$ cat src/rtl/kbc_pkg.sv
package kbc_pkg;
  localparam int BYTE_W = 8;

  localparam logic [BYTE_W-1:0] CMD_RD_MODE   = 8'h20;
  localparam logic [BYTE_W-1:0] CMD_WR_MODE   = 8'h60;
  localparam logic [BYTE_W-1:0] CMD_AUX_OFF   = 8'hA7;
  localparam logic [BYTE_W-1:0] CMD_AUX_ON    = 8'hA8;
  localparam logic [BYTE_W-1:0] CMD_AUX_TEST  = 8'hA9;
  localparam logic [BYTE_W-1:0] CMD_SELF_TEST = 8'hAA;
  localparam logic [BYTE_W-1:0] CMD_KBD_TEST  = 8'hAB;
  localparam logic [BYTE_W-1:0] CMD_KBD_OFF   = 8'hAD;
  localparam logic [BYTE_W-1:0] CMD_KBD_ON    = 8'hAE;
  localparam logic [BYTE_W-1:0] CMD_RD_IN     = 8'hC0;
  localparam logic [BYTE_W-1:0] CMD_RD_OUT    = 8'hD0;
  localparam logic [BYTE_W-1:0] CMD_WR_OUT    = 8'hD1;
  localparam logic [BYTE_W-1:0] CMD_KBD_INJ   = 8'hD2;
  localparam logic [BYTE_W-1:0] CMD_AUX_INJ   = 8'hD3;
  localparam logic [BYTE_W-1:0] CMD_TO_MOUSE  = 8'hD4;
  localparam logic [BYTE_W-1:0] CMD_GATE_OFF  = 8'hDD;
  localparam logic [BYTE_W-1:0] CMD_GATE_ON   = 8'hDF;
  localparam logic [BYTE_W-1:0] CMD_SYS_RST   = 8'hFE;
  localparam logic [BYTE_W-1:0] CMD_NOP       = 8'hFF;
  localparam logic [BYTE_W-1:0] FOLD_MASK     = 8'hF0;

  localparam logic [BYTE_W-1:0] REP_SELF_OK   = 8'h55;
  localparam logic [BYTE_W-1:0] REP_TEST_OK   = 8'h00;
  localparam logic [BYTE_W-1:0] REP_IN_PORT   = 8'h80;

  localparam logic [BYTE_W-1:0] MASK_KBD_DIS  = 8'h10;
  localparam logic [BYTE_W-1:0] MASK_AUX_DIS  = 8'h20;

  localparam int OUT_RST_BIT   = 0;
  localparam int OUT_GATE_BIT  = 1;
  localparam int STAT_TEST_BIT = 2;

  typedef enum logic [2:0] {
    PEND_NONE, PEND_MODE, PEND_OUTP, PEND_KBDQ, PEND_AUXQ, PEND_MOUSE
  } pendKind_t;

  typedef enum logic [1:0] {
    SRC_CONST, SRC_MODE, SRC_OUTP, SRC_BYTE
  } replySrc_t;

  typedef struct packed {
    logic              modeLoad;
    logic              modeSet;
    logic              modeClr;
    logic [BYTE_W-1:0] modeMask;
    logic              outLoad;
    logic              gateUp;
    logic              gateDown;
    logic              selfTest;
    logic              replyEn;
    logic              replyAux;
    replySrc_t         replySrc;
    logic [BYTE_W-1:0] replyConst;
    logic              devFwd;
    logic              devMouse;
    logic              rstReq;
    logic              unknown;
  } ctlStrb_t;
endpackage

$ cat src/rtl/kbc_cmd_ctrl.sv
module kbc_cmd_ctrl
  import kbc_pkg::*;
(
  input  logic              clk,
  input  logic              rstN,
  input  logic              cmdWr,
  input  logic              dataWr,
  input  logic [BYTE_W-1:0] wrByte,
  output ctlStrb_t          strb
);
  pendKind_t         pendQ, pendD;
  logic [BYTE_W-1:0] folded;

  // Codes in the top range become reset (even) or no-op (odd).
  always_comb begin
    if ((wrByte & FOLD_MASK) == FOLD_MASK)
      folded = wrByte[0] ? CMD_NOP : CMD_SYS_RST;
    else
      folded = wrByte;
  end

  always_comb begin
    strb  = '0;
    pendD = pendQ;
    if (cmdWr) begin
      case (folded)
        CMD_RD_MODE: begin
          strb.replyEn  = 1'b1;
          strb.replySrc = SRC_MODE;
        end
        CMD_WR_MODE:  pendD = PEND_MODE;
        CMD_WR_OUT:   pendD = PEND_OUTP;
        CMD_KBD_INJ:  pendD = PEND_KBDQ;
        CMD_AUX_INJ:  pendD = PEND_AUXQ;
        CMD_TO_MOUSE: pendD = PEND_MOUSE;
        CMD_AUX_OFF: begin
          strb.modeSet  = 1'b1;
          strb.modeMask = MASK_AUX_DIS;
        end
        CMD_AUX_ON: begin
          strb.modeClr  = 1'b1;
          strb.modeMask = MASK_AUX_DIS;
        end
        CMD_KBD_OFF: begin
          strb.modeSet  = 1'b1;
          strb.modeMask = MASK_KBD_DIS;
        end
        CMD_KBD_ON: begin
          strb.modeClr  = 1'b1;
          strb.modeMask = MASK_KBD_DIS;
        end
        CMD_SELF_TEST: begin
          strb.selfTest   = 1'b1;
          strb.replyEn    = 1'b1;
          strb.replySrc   = SRC_CONST;
          strb.replyConst = REP_SELF_OK;
        end
        CMD_AUX_TEST, CMD_KBD_TEST: begin
          strb.replyEn    = 1'b1;
          strb.replySrc   = SRC_CONST;
          strb.replyConst = REP_TEST_OK;
        end
        CMD_RD_IN: begin
          strb.replyEn    = 1'b1;
          strb.replySrc   = SRC_CONST;
          strb.replyConst = REP_IN_PORT;
        end
        CMD_RD_OUT: begin
          strb.replyEn  = 1'b1;
          strb.replySrc = SRC_OUTP;
        end
        CMD_GATE_ON:  strb.gateUp   = 1'b1;
        CMD_GATE_OFF: strb.gateDown = 1'b1;
        CMD_SYS_RST:  strb.rstReq   = 1'b1;
        CMD_NOP: ;
        default:      strb.unknown  = 1'b1;
      endcase
    end else if (dataWr) begin
      pendD = PEND_NONE;
      case (pendQ)
        PEND_MODE: strb.modeLoad = 1'b1;
        PEND_OUTP: strb.outLoad  = 1'b1;
        PEND_KBDQ: begin
          strb.replyEn  = 1'b1;
          strb.replySrc = SRC_BYTE;
        end
        PEND_AUXQ: begin
          strb.replyEn  = 1'b1;
          strb.replyAux = 1'b1;
          strb.replySrc = SRC_BYTE;
        end
        PEND_MOUSE: begin
          strb.devFwd   = 1'b1;
          strb.devMouse = 1'b1;
        end
        default: strb.devFwd = 1'b1;
      endcase
    end
  end

  always_ff @(posedge clk) begin
    if (!rstN) pendQ <= PEND_NONE;
    else       pendQ <= pendD;
  end
endmodule

$ cat src/rtl/kbc_datapath.sv
module kbc_datapath
  import kbc_pkg::*;
#(
  parameter logic [BYTE_W-1:0] MODE_RST = 8'h03,
  parameter logic [BYTE_W-1:0] STAT_RST = 8'h18,
  parameter logic [BYTE_W-1:0] OUTP_RST = 8'hCF
) (
  input  logic              clk,
  input  logic              rstN,
  input  ctlStrb_t          strb,
  input  logic [BYTE_W-1:0] wrByte,
  output logic              replyValid,
  output logic              replyAux,
  output logic [BYTE_W-1:0] replyByte,
  output logic              devWrValid,
  output logic              devWrMouse,
  output logic [BYTE_W-1:0] devWrByte,
  output logic [BYTE_W-1:0] modeByte,
  output logic [BYTE_W-1:0] statusByte,
  output logic              a20Out,
  output logic              sysResetReq,
  output logic              badCmd
);
  logic [BYTE_W-1:0] modeQ, statQ, outQ, replyMux;

  always_comb begin
    unique case (strb.replySrc)
      SRC_MODE: replyMux = modeQ;
      SRC_OUTP: replyMux = outQ;
      SRC_BYTE: replyMux = wrByte;
      default:  replyMux = strb.replyConst;
    endcase
  end

  always_ff @(posedge clk) begin
    if (!rstN) begin
      modeQ       <= MODE_RST;
      statQ       <= STAT_RST;
      outQ        <= OUTP_RST;
      replyValid  <= 1'b0;
      replyAux    <= 1'b0;
      replyByte   <= '0;
      devWrValid  <= 1'b0;
      devWrMouse  <= 1'b0;
      devWrByte   <= '0;
      sysResetReq <= 1'b0;
      badCmd      <= 1'b0;
    end else begin
      replyValid  <= strb.replyEn;
      replyAux    <= strb.replyAux;
      replyByte   <= replyMux;
      devWrValid  <= strb.devFwd;
      devWrMouse  <= strb.devMouse;
      devWrByte   <= wrByte;
      sysResetReq <= strb.rstReq | (strb.outLoad & ~wrByte[OUT_RST_BIT]);
      badCmd      <= strb.unknown;
      if (strb.modeLoad)     modeQ <= wrByte;
      else if (strb.modeSet) modeQ <= modeQ | strb.modeMask;
      else if (strb.modeClr) modeQ <= modeQ & ~strb.modeMask;
      if (strb.outLoad)       outQ <= wrByte;
      else if (strb.gateUp)   outQ[OUT_GATE_BIT] <= 1'b1;
      else if (strb.gateDown) outQ[OUT_GATE_BIT] <= 1'b0;
      if (strb.selfTest) statQ[STAT_TEST_BIT] <= 1'b1;
    end
  end

  assign modeByte   = modeQ;
  assign statusByte = statQ;
  assign a20Out     = outQ[OUT_GATE_BIT];
endmodule

$ cat src/rtl/kbc_host_ctrl.sv
module kbc_host_ctrl
  import kbc_pkg::*;
#(
  parameter logic [BYTE_W-1:0] MODE_RST = 8'h03,
  parameter logic [BYTE_W-1:0] STAT_RST = 8'h18,
  parameter logic [BYTE_W-1:0] OUTP_RST = 8'hCF
) (
  input  logic       clk,
  input  logic       rstN,
  input  logic       cmdWr,
  input  logic       dataWr,
  input  logic [7:0] wrByte,
  output logic       replyValid,
  output logic       replyAux,
  output logic [7:0] replyByte,
  output logic       devWrValid,
  output logic       devWrMouse,
  output logic [7:0] devWrByte,
  output logic [7:0] modeByte,
  output logic [7:0] statusByte,
  output logic       a20Out,
  output logic       sysResetReq,
  output logic       badCmd
);
  ctlStrb_t strb;

  kbc_cmd_ctrl u_ctrl (
    .clk    (clk),
    .rstN   (rstN),
    .cmdWr  (cmdWr),
    .dataWr (dataWr),
    .wrByte (wrByte),
    .strb   (strb)
  );

  kbc_datapath #(
    .MODE_RST (MODE_RST),
    .STAT_RST (STAT_RST),
    .OUTP_RST (OUTP_RST)
  ) u_dp (
    .clk         (clk),
    .rstN        (rstN),
    .strb        (strb),
    .wrByte      (wrByte),
    .replyValid  (replyValid),
    .replyAux    (replyAux),
    .replyByte   (replyByte),
    .devWrValid  (devWrValid),
    .devWrMouse  (devWrMouse),
    .devWrByte   (devWrByte),
    .modeByte    (modeByte),
    .statusByte  (statusByte),
    .a20Out      (a20Out),
    .sysResetReq (sysResetReq),
    .badCmd      (badCmd)
  );
endmodule

$ cat config.mk
export PLATFORM = sky130hd
export DESIGN_NAME = kbc_host_ctrl
export DESIGN_NICKNAME = d
export VERILOG_FILES = /design/src/rtl/kbc_pkg.sv /design/src/rtl/kbc_cmd_ctrl.sv /design/src/rtl/kbc_datapath.sv /design/src/rtl/kbc_host_ctrl.sv
export SDC_FILE = /design/constraint.sdc
export NUM_CORES = 1
export LEC_CHECK = 0
export ABC_AREA = 1
export BUFFER_PORTS_ARGS = -buffer_cell sky130_fd_sc_hd__buf_2
export CAP_MARGIN = 20
export CORE_UTILIZATION = 24
export CTS_BUF_LIST = sky130_fd_sc_hd__clkbuf_2
export DETAILED_ROUTE_END_ITERATION = 16
export PLACE_DENSITY = 0.5
export SYNTH_ARGS = -nofsm -noshare
export SYNTH_HDL_FRONTEND = slang
export SYNTH_SLANG_ARGS = --single-unit
$ cat constraint.sdc
create_clock -name clk -period 1.53 [get_ports clk]
set_clock_uncertainty 0.2 [all_clocks]
set_input_delay 0.0765 -clock clk [delete_from_list [all_inputs] [get_ports clk]]
set_output_delay 0.0765 -clock clk [all_outputs]
set_load 0.005 [all_outputs]
# Word-level counts from Yosys, hierarchy flattened
# Cells that the tools add are included.
totals:
  register_bits: 42
  output_inout_bits: 39
  word_cells: 105
classes:
  eq_ne: 29
  mux: 41
  n_bitwise: 8
  n_reduce_logical: 14
op_table:
  columns: ["op", "n"]
  rows:
  - ["$eq A8 B8 Y1 const B", 17]
  - ["$mux W8", 5]
  - ["$pmux W8 S3", 1]
  - ["$mux W1", 23]
  - ["$reduce_or A19 Y1", 1]
  - ["$pmux W8 S2", 1]
  - ["$pmux W3 S5", 1]
  - ["$pmux W6 S2", 1]
  - ["$mux W10", 1]
  - ["$reduce_or A2 Y1", 5]
  - ["$mux W3", 3]
  - ["$and A8 B8 Y8", 1]
  - ["$eq A8 B6 Y1 const B", 1]
  - ["$eq A8 B7 Y1 const B", 1]
  - ["$not A8 Y8", 1]
  - ["$or A8 B8 Y8", 1]
  - ["$eq A3 B2 Y1 const B", 2]
  - ["$eq A3 B3 Y1 const B", 2]
  - ["$mux W2", 3]
  - ["$ne A6 B1 Y1 const B", 1]
  - ["$reduce_bool A3 Y1", 2]
  - ["$reduce_or A6 Y1", 1]
  - ["$eq A2 B2 Y1 const B", 2]
  - ["$eq A4 B4 Y1 const B", 1]
  - ["other kinds (11)", 14]

# Longest topological paths before layout
# Gate-level depths: netlist (run 1).
depth:
  ltp_word: 11
  mapped_depth: 12
  depth_no_buf: 12

# Modules after synthesis
# Synthesis (run 1) repeated with hierarchy kept, for this count alone.
hier_totals:
  cells_unflattened: 395
  hier_area_um2: 2468.6
modules_own_cells:
  columns: ["mod", "instances", "cells_per_inst", "area_per_inst_um2"]
  rows:
  - ["kbc_datapath", 1, 258, 1719.1]
  - ["kbc_cmd_ctrl", 1, 137, 749.5]

# Least setup slack after synthesis (run 1)
# No wires, ideal clock.
synth_timing:
  path_type: "reg2reg"
  from: "reg u_ctrl.pendQ[2]"
  to: "reg u_dp.replyByte[7]"
  setup_time_ns: 0.069
  arrival_time_ns: 1.176
  required_time_ns: 1.261
  setup_slack_ns: 0.085
  path_stages_with_launch: 9
  path_buffers: 0
  synth_period_minus_slack_ns: 1.445
  cell_sequence: "dfxtp_1 inv_1 nor3_1 a21oi_1 nor2_1 clkinv_1 o211ai_1 nand2_1 o21ai_1"
synth_between:
  elab_chain_cells: 7
  elab_cells_between_ends: 10
  cone_classes: "5 x eq/ne; 4 x mux; 1 x reduce/logical"
synth_rtl:
  columns: ["element", "line_no", "rtl"]
  rows:
  - ["start: declaration", "kbc_cmd_ctrl.sv:11", "pendKind_t pendQ, pendD;"]
  - ["start signal: assignment", "kbc_cmd_ctrl.sv:103", "else pendQ <= pendD;"]
  - ["$eq A3 B2 Y1 or $eq A3 B3 Y1 (tied branches)", "kbc_cmd_ctrl.sv:80", "case (pendQ)"]
  - ["$reduce_or A2 Y1 (no source line) *", null, null]
  - ["$mux W2 *", "kbc_cmd_ctrl.sv:80", null]
  - ["$mux W4 *", "kbc_cmd_ctrl.sv:78", "end else if (dataWr) begin"]
  - ["$mux W2 *", "kbc_cmd_ctrl.sv:25", "if (cmdWr) begin"]
  - ["$eq A2 B2 Y1 or $eq A2 B1 Y1 (tied branches)", "kbc_datapath.sv:27", "unique case (strb.replySrc)"]
  - ["$pmux W8 S3 *", "kbc_datapath.sv:27", null]
  - ["end signal: assignment", "kbc_datapath.sv:51", "replyByte <= replyMux;"]
  - ["end: declaration", "kbc_datapath.sv:14", "output logic [BYTE_W-1:0] replyByte,"]
# Every way passes the cells marked *; elsewhere a longest branch is shown, timed or not.
# A chain may end at the register's enable or synchronous reset.

# Worst setup path after layout (run 1)
layout_timing:
  from: "in dataWr"
  to: "reg u_dp.replyByte[0]"
layout_between:
  elab_chain_cells: 4
  elab_cells_between_ends: 6
  cone_classes: "3 x eq/ne; 3 x mux"
layout_rtl:
  columns: ["element", "line_no", "rtl"]
  rows:
  - ["start: declaration", "kbc_host_ctrl.sv:11", "input logic dataWr,"]
  - ["$mux W4 *", "kbc_cmd_ctrl.sv:78", null]
  - ["$mux W2 *", "kbc_cmd_ctrl.sv:25", null]
  - ["$eq A2 B2 Y1 or $eq A2 B1 Y1 (tied branches)", "kbc_datapath.sv:27", null]
  - ["$pmux W8 S3 *", "kbc_datapath.sv:27", null]
# Marks and branches as above.

==> results_dict.tcl, run 1 <==
set metrics [dict create \
    drive_above_1_share_pct 36.53 \
    overflow 0 \
    ys_async_sr_fraction_pct 0 \
    firstDrtPassIters 4 \
    rsz0062_at_grt "true" \
    synthTopCellsByCount "66 x nand2_1, 42 x dfxtp_1, 32 x inv_1" \
    p_leak_nw 1.472 \
    ys_warn_count 0 \
    wire_per_inst_um 12.28 \
    die_w_um 93.19 \
    wl_um 5857 \
    min_path_type "input pin to flip-flop" \
    grt_max_degree 19 \
    diodes 0 \
    dp.cells 441 \
    synth.most_common_cell "nand2_1" \
    ant_nets 0 \
    worstSetupPathType "input pin to flip-flop" \
    r2r_cells 8 \
    instances_no_fill 477 \
    crit_path_top_delay_cell "dlygate4sd3_1" \
    required_ps 1680 \
    top_layer "met4" \
    worstHoldPathCells 4 \
    fill_cells 843 \
    worst_ir_drop_vdd_mv 0.3871 \
    cts_buffers 5 \
    cts.clk_slew.worst_paths_ps 190 \
    reg2reg_to "u_dp.replyByte[0]" \
    synth_area_leaders "dfxtp_1 42%, nand2_1 12%, inv_1 6.0%" \
    seqCellArea_um2 852.1 \
    port_buffers 43 \
    final_nets 388 \
    r2r_setup_slack_ps -20 \
    yosysTopAreaCellShare_pct 42.13 \
    min_to "u_dp.replyAux" \
    cts_tree "built" \
    hpwl_um 4186 \
    path_cells "buf_2 -> inv_1 -> dlygate4sd3_1 -> nor2_2 -> inv_1 -> nor2_1 -> inv_2 -> buf_4 -> o211ai_1 -> nand2_1 -> nand2_1" \
    netSwitchingFraction_pct 27.28 \
    multiInputGateArea_um2 1015 \
    clockBufferDepth 2 \
    grt_first_pass_wirelength_um 9045 \
    vias 2071 \
    syn_to_final_growth_pct 46.21 \
    coreArea_um2 7888 \
    fin_util_pct 36.99 \
    routed-wl-met3_um 259 \
    setup_viol 4 \
    die_h_um 93.19 \
    holdCritStartpoint "cmdWr" \
    synth.avg_cell_area_um2 7.310 \
    syn-cell-area_um2 1996 \
    wl_met2_um 2793 \
    placed_cell_area_um2 2515 \
    pin_count 51 \
    violations "negative hold slack, negative setup slack" \
    fin_ws_ps -24.43 \
    synth-edff-count 0 \
    setup_tns_ps -50.50 \
    met1_length_um 2707 \
    pre_cts_slack_ps -165.3 \
    gp_congestion 0.8665 \
    fmax_mhz 643.3 \
    antenna_found_initial 0 \
    syn_inst 273 \
    synth.distinct_cells 29 \
    synth_top_area_cell "dfxtp_1" \
    power.internal_mw 1.318 \
    crit_arrival_ps 1710 \
    rows 32 \
    ys_seq_area_share_pct 42.13 \
    clkSinkCount 42 \
    cp-start-kind "input pin" \
    slew_viol_final 0 \
    cp-end-kind "flip-flop" \
    yosys_register_bits 42 \
    status "complete, but fails checks" \
    final_area_um2 2918 \
    r2r_start "u_ctrl.pendQ[0]" \
    maxCapViolCount 0 \
    grt_pass1_vias 1962 \
    pwr_density_cell_nw_per_um2 621.3 \
    pwr-share-clk_pct 23.8 \
    cts-root-buf "clkbuf_2" \
    switchingPower_mw 0.4946 \
    pwr-share-seq_pct 61.3 \
    grt_util_all_layers_pct 13.49 \
    insertion_delay_ps 400 \
    drc 0 \
    combPwrFrac_pct 15.0 \
    drt_iter0_drc 87 \
    hold_viol 3 \
    die_area_um2 8684 \
    path_max_fanout 7 \
    post-route-period-util_pct 101.6 \
    htreeDepth 2 \
    start_util_pct 25.30 \
    via_per_inst 4.342 \
    slowest_delay_ps 590 \
    post-route-min-period_ps 1554 \
    finalHoldWorstSlack_ps -145.8 \
    ys.flop_type "dfxtp_1" \
]
==> layer usage <==
metal / global-route usage [%] / vias up
li1: - / 1072
met1: 17.08 / 940
met2: 22.61 / 50
met3: 2.927 / 9
met4: 4.487 / 0
met5: 0 / -
==> layout by cell type (no fill, tap or decap), drive strengths merged <==
cell	n
nand3	17
o22ai	1
nor2	31
dfxtp	42
nand4	3
buf	82
clkinvlp	3
conb	7
clkbuf	6
nand2	71
o2111ai	1
o211ai	15
dlygate4sd3	20
and3b	1
a21oi	13
nor3	9
o21ai	11
clkinv	1
inv	37
or4	1
nor4	3
==> power by group through the flow <==
| stage | Sequential (mW) | Combinational (mW) | Clock (mW) |
|---|---|---|---|
| CTS | 1.11 | 0.251 | 0.459 |
| global route | 1.11 | 0.299 | 0.498 |
| detailed placement | 1.14 | 0.213 | 0 |
| finish | 1.11 | 0.272 | 0.431 |
| global placement | 1.14 | 0.213 | 0 |
| floorplan | 1.14 | 0.122 | 0 |
==> cell type report <==
class / count / share of cell area, %
clock buffers: 5 / 0.8576
repair inverters: 1 / 0.1715
repair buffers: 103 / 25.13
flip-flops and latches: 42 / 29.20
multi-input cells: 184 / 34.78
inverters: 39 / 5.360
clock inverters: 1 / 0.1286
well taps: 102 / 4.374
==> worst max-delay path by stage <==
stage / startpoint / end / slack [ps] / cells after the start
after CTS: u_ctrl.pendQ[0] / u_dp.replyByte[2] / -70 / 8
after detailed placement: wrByte[5] / u_dp.replyByte[2] / -170 / 12
final: dataWr / u_dp.replyByte[0] / -20 / 11
after global routing: u_ctrl.pendQ[1] / u_dp.replyByte[2] / -130 / 8
after floorplan: u_ctrl.pendQ[2] / u_dp.replyByte[7] / 90 / 8
after global placement: wrByte[5] / u_dp.replyByte[2] / -120 / 12
==> worst max-delay path: cells and delay by family <==
family | cells | cell delay (ps)
AND/OR/NAND/NOR | 4 | 470
buffers and inverters | 6 | 1020
AO/OA/AOI/OAI | 1 | 150
==> flip-flops by register name, summed over array words and instances (netlist names), 3 cells and up, named ones only <==
register        flops
u_ctrl.pendQ        3
u_dp.devWrByte      8
u_dp.modeByte       6
u_dp.outQ           8
u_dp.replyByte      8
==> cell families (layout without fill, tap and decap cells) <==
| group | count (synthesis) | after routing | share of synthesized area [%] |
|---|---|---|---|
| simple gates | 136 | 136 | 33.79 |
| buf+inv | 52 | 149 | 11.10 |
| flops | 42 | 42 | 42.13 |
| compound gates | 41 | 41 | 12.60 |
| other cells | 2 | 7 | 0.3763 |
==> stage by stage <==
stage	hold WS, ps	total power, mW
floorplan	-30.05	1.263
global placement	111.4	1.351
detailed placement	119.3	1.351
CTS	12.72	1.825
global route	-162.1	1.911
finish	-145.8	1.813
==> what timing repair did <==
| action | in CTS | in global routing |
|---|---|---|
| hold buffers | 19 | 3 |
| cloned | 0 | 1 |
| gates resized for setup | 7 | 28 |
| buffers inserted | 1 | 9 |
| pin swaps | 3 | 12 |
| setup endpoints to repair | 21 | 30 |
| endpoints found under the hold margin | 37 | 11 |
No activity file was read; power rests on OpenSTA's default activity.
==> run 2: changes to the inputs <==
==> constraint.sdc (replaced) <==
create_clock -name clk -period 1.53 [get_ports clk]
set_clock_uncertainty 0.2 [all_clocks]
set_input_delay 0.153 -clock clk [delete_from_list [all_inputs] [get_ports clk]]
set_output_delay 0.153 -clock clk [all_outputs]
set_load 0.005 [all_outputs]
==> results_dict.tcl, run 2 (synthesis results as in run 1) <==
set metrics [dict create \
    status "completed" \
    pin_count 51 \
    drc 0 \
    die_w_um 93.19 \
    grt_max_degree 20 \
    wl_um 5905 \
    die_h_um 93.19 \
    cp-start-kind "flip-flop" \
    path_cells "inv_2 -> nor2_2 -> a21oi_2 -> nor2_1 -> inv_2 -> buf_8 -> o211ai_1 -> nand2_1 -> nand2_1" \
    pwr_density_cell_nw_per_um2 641.6 \
    clkSinkCount 42 \
    maxCapViolCount 0 \
    mostFrequentLayoutCells "64 x nand2_1, 43 x buf_2, 39 x dfxtp_1, 34 x buf_4, 28 x inv_1" \
    diodes 0 \
    hpwl_um 4304 \
    finalPower_mw 1.863 \
    ant_nets 0 \
    worst_ir_drop_vdd_mv 0.3961 \
    clockBufferDepth 2 \
    worstSetupPathType "flip-flop to flip-flop" \
    insertion_delay_ps 410 \
    grt_first_pass_wirelength_um 9570 \
    crit_arrival_ps 1680 \
    slowest_delay_ps 440 \
    instances_no_fill 476 \
    slew_viol_final 0 \
    via_per_inst 4.382 \
    reg_top3 "u_dp.devWrByte (8), u_dp.outQ (8), u_dp.replyByte (8)" \
    coreArea_um2 7888 \
    required_ps 1700 \
    port_buffers 43 \
    fill_cells 863 \
    crit_path_top_delay_cell "dfxtp_4" \
    cts.clk_slew.worst_paths_ps 200 \
    antenna_found_initial 0 \
    setup_viol 0 \
    post-route-min-period_ps 1510 \
    final_nets 385 \
    fin_util_pct 36.82 \
    htreeDepth 2 \
    die_area_um2 8684 \
    vias 2086 \
    start_util_pct 25.30 \
    hold_viol 0 \
    critPathBufInv 3 \
    rows 32 \
    dp.cells 448 \
    gp_congestion 0.8615 \
    final_common_cell "nand2_1" \
    drt_iter0_drc 96 \
    syn_to_final_growth_pct 45.52 \
    cts_tree "built" \
    grt_pass1_vias 2046 \
    min_path_type "input pin to flip-flop" \
    p_leak_nw 1.477 \
    finalHoldWorstSlack_ps 36.17 \
    cts_buffers 5 \
    cp_top_family "flip-flops" \
    wire_per_inst_um 12.41 \
    post-route-period-util_pct 98.70 \
    grt_util_all_layers_pct 14.41 \
    firstDrtPassIters 4 \
    cts-root-buf "clkbuf_2" \
    cp-end-kind "flip-flop" \
    drive_above_1_share_pct 35.83 \
    path_max_fanout 9 \
    overflow 0 \
    fmax_mhz 662.2 \
    rsz0062_at_grt "true" \
]
-- run 2: layout make-up --
cell class	count	area, um2	area share [%]
inverters	39	152.6	5.256
repair inverters	1	5.005	0.1723
clock inverters	2	8.758	0.3016
clock buffers	6	30.03	1.034
multi-input cells	184	1018	35.07
repair buffers	100	709.4	24.43
well taps	102	127.6	4.395
flip-flops and latches	42	852.1	29.34
-- run 2: path summary, 6_finish.rpt --
kind | start | endpoint | slack (ps) | cells after the start
setup / recovery | u_ctrl.pendQ[1] | u_dp.replyByte[0] | 20 | 9
hold / removal | dataWr | u_ctrl.pendQ[0] | 40 | 7
setup reg to reg | u_ctrl.pendQ[1] | u_dp.replyByte[0] | 20 | 9
hold reg to reg | u_dp.statusByte[2] | u_dp.statusByte[2] | 250 | 2
-- run 2: report_power, final --
group	switching [mW]	internal [mW]
Clock	0.367	0.112
Combinational	0.149	0.124
Sequential	0.00423	1.11
-- run 2: metrics by stage --
step	setup slack, ps	area, um2	TNS (ps)
final	19.95	2904	0
after global routing	-88.17	2904	-552.9
after CTS	-4.085	2811	-7.152
after detailed placement	-210.2	2567	-2593
after global placement	-175.8	2567	-2181
after floorplan	85.07	2014	0
-- run 2: worst reg2reg max path, delay by kind of cell (launching register included) --
family	cells	cell delay (ps)
flops	1	440
buf+inv	3	250
simple gates	4	330
compound gates	2	240
-- run 2: layer usage --
| metal | up-vias | track usage [%] | routed length (um) |
|---|---|---|---|
| met5 | - | 0 | 0 |
| met4 | 0 | 5.000 | 87 |
| met3 | 8 | 2.764 | 193 |
| met2 | 43 | 24.26 | 2798 |
| met1 | 961 | 18.30 | 2826 |
| li1 | 1074 | - | - |
-- run 2: repair_timing --
item / 4_1_cts / 5_1_grt
pin swaps: 1 / 7
endpoints found under the setup margin: 19 / 30
buffers inserted: 0 / 0
hold buffers: 19 / 1
hold endpoints to repair: 37 / 2
resized for setup: 7 / 26
cloned: 0 / 1
==> run 3: changes to the inputs <==
--- a/config.mk
+++ b/config.mk
@@ -9,7 +9,7 @@
 export BUFFER_PORTS_ARGS = -buffer_cell sky130_fd_sc_hd__buf_2
 export CAP_MARGIN = 20
 export CORE_UTILIZATION = 24
-export CTS_BUF_LIST = sky130_fd_sc_hd__clkbuf_2
+export CTS_BUF_LIST = sky130_fd_sc_hd__clkbuf_4 sky130_fd_sc_hd__clkbuf_8
 export DETAILED_ROUTE_END_ITERATION = 16
 export PLACE_DENSITY = 0.5
 export SYNTH_ARGS = -nofsm -noshare
==> results_dict.tcl, run 3 (synthesis results as in run 1) <==
set metrics [dict create \
    netSwitchingFraction_pct 24.89 \
    reg_top3 "u_dp.devWrByte (8), u_dp.outQ (8), u_dp.replyByte (8)" \
    path_max_fanout 6 \
    final_nets 370 \
    firstDrtPassIters 4 \
    pwr_density_cell_nw_per_um2 762.6 \
    worst_ir_drop_vdd_mv 0.4291 \
    cp-start-kind "flip-flop" \
    diodes 0 \
    finalHoldWorstSlack_ps 15.95 \
    die_w_um 93.19 \
    combPwrFrac_pct 11.3 \
    slew_viol_final 0 \
    fill_cells 878 \
    setup_viol 0 \
    antenna_found_initial 0 \
    worstHoldPathCells 3 \
    switchingPower_mw 0.5246 \
    maxCapViolCount 0 \
    drc 0 \
    port_buffers 43 \
    p_leak_nw 1.431 \
    power.internal_mw 1.583 \
    holdCritStartpoint "wrByte[0]" \
    coreArea_um2 7888 \
    min_path_type "input pin to flip-flop" \
    post-route-period-util_pct 99.35 \
    clockBufferDepth 2 \
    final_common_cell "nand2_1" \
    htreeDepth 2 \
    syn_to_final_growth_pct 38.50 \
    grt_pass1_vias 1919 \
    die_h_um 93.19 \
    reg2reg_to "u_dp.modeByte[0]" \
    seqCellArea_um2 852.1 \
    wl_met2_um 2624 \
    fin_ws_ps 9.939 \
    cp-end-kind "flip-flop" \
    r2r_cells 7 \
    path_cells "inv_1 -> nor3_2 -> nand2_1 -> buf_4 -> buf_4 -> nand2_1 -> o211ai_1" \
    r2r_start "u_ctrl.pendQ[0]" \
    pwr-share-clk_pct 36.2 \
    crit_path_top_delay_cell "dfxtp_4" \
    via_per_inst 4.380 \
    status "completed" \
    ant_nets 0 \
    cp_top_family "flip-flops" \
    cts.clk_slew.worst_paths_ps 80 \
    pwr-share-seq_pct 52.5 \
    rsz0062_at_grt "true" \
    rows 32 \
    pin_count 51 \
    cts_tree "built" \
    overflow 0 \
    start_util_pct 25.30 \
    gp_congestion 0.8615 \
    met1_length_um 2691 \
    cts_buffers 5 \
    mostFrequentLayoutCells "66 x nand2_1, 43 x buf_2, 39 x dfxtp_1, 37 x buf_4, 29 x inv_1" \
    critPathBufInv 3 \
    slowest_delay_ps 400 \
    pre_cts_slack_ps -210.2 \
    cts-root-buf "clkbuf_8" \
    grt_max_degree 20 \
    required_ps 1500 \
    vias 2019 \
    die_area_um2 8684 \
    clkSinkCount 42 \
    routed-wl-met3_um 208 \
    wl_um 5587 \
    grt_util_all_layers_pct 13.67 \
    wire_per_inst_um 12.12 \
    drt_iter0_drc 77 \
    fmax_mhz 657.9 \
    grt_first_pass_wirelength_um 9170 \
    worstSetupPathType "flip-flop to flip-flop" \
    crit_arrival_ps 1490 \
    insertion_delay_ps 290 \
    top_layer "met4" \
    min_to "u_dp.sysResetReq" \
    multiInputGateArea_um2 984.7 \
    hpwl_um 4304 \
    r2r_setup_slack_ps 10 \
    post-route-min-period_ps 1520 \
    drive_above_1_share_pct 35.65 \
    hold_viol 0 \
]
## run 3: changes by cell type in the layout (fill, tap and decap cells not counted), moves of 2 or more
cell	change
buf_4	+3
nand2_1	+2
nand2_2	-2
nor2_1	+2
clkbuf_8	+6
dlygate4sd3_1	-14
buf_6	-2
clkbuf_2	-6
## run 3: per-stage QoR
step	power, mW	utilization, %	std cells	setup TNS (ps)	area, um2
finish	2.108	35.04	461	0	2764
floorplan	1.263	-	278	0	2014
CTS	2.147	34.55	461	0	2725
global route	2.219	35.04	461	-928.0	2764
global placement	1.364	32.55	448	-2181	2567
detailed placement	1.364	32.55	448	-2593	2567
## run 3: area by class of cell
class                           instances  area share (%)
Timing Repair Buffer                   86           20.05
Tap cell                              102           4.617
Sequential cell                        42           30.83
Multi-Input combinational cell        184           35.63
Inverter                               39           5.432
Clock buffer                            7           3.259
Clock inverter                          1          0.1811
## run 3: worst max path at each step
| stage | start | to | slack [ps] | cells past startpoint |
|---|---|---|---|---|
| after floorplan | u_ctrl.pendQ[2] | u_dp.replyByte[7] | 90 | 8 |
| after global placement | wrByte[5] | u_dp.replyByte[4] | -180 | 12 |
| after detailed placement | wrByte[5] | u_dp.replyByte[7] | -210 | 12 |
| after CTS | u_ctrl.pendQ[1] | u_dp.outQ[1] | 6 | 6 |
| after global routing | u_ctrl.pendQ[1] | u_dp.outQ[1] | -80 | 6 |
| final | u_ctrl.pendQ[0] | u_dp.modeByte[0] | 10 | 7 |
## run 3: worst min-delay path, cell delays in order
cell    delay [ps]
buf_2          100
buf_4          140
nor3_1          60
## run 3: power by group through the flow
stage                     clock network, mW  registers [mW]  logic (mW)
after global placement                    0            1.14       0.227
after global routing                  0.845            1.11       0.265
after floorplan                           0            1.14       0.122
after detailed placement                  0            1.14       0.226
after CTS                             0.798            1.11       0.237
final                                 0.763            1.11       0.238
## run 3: repair_timing
item                                   in CTS  in global routing
resized for setup                           6                 13
hold buffers                                5                  0
buffers inserted                            0                  0
pin swaps                                   0                  6
setup endpoints to repair                  16                 25
endpoints found under the hold margin       5                  0
## run 3: per-layer routing
layer | vias up | GRT usage, %
met4 | 0 | 3.846
met1 | 926 | 18.05
li1 | 1044 | -
met2 | 44 | 22.49
met5 | - | 0
met3 | 5 | 2.764
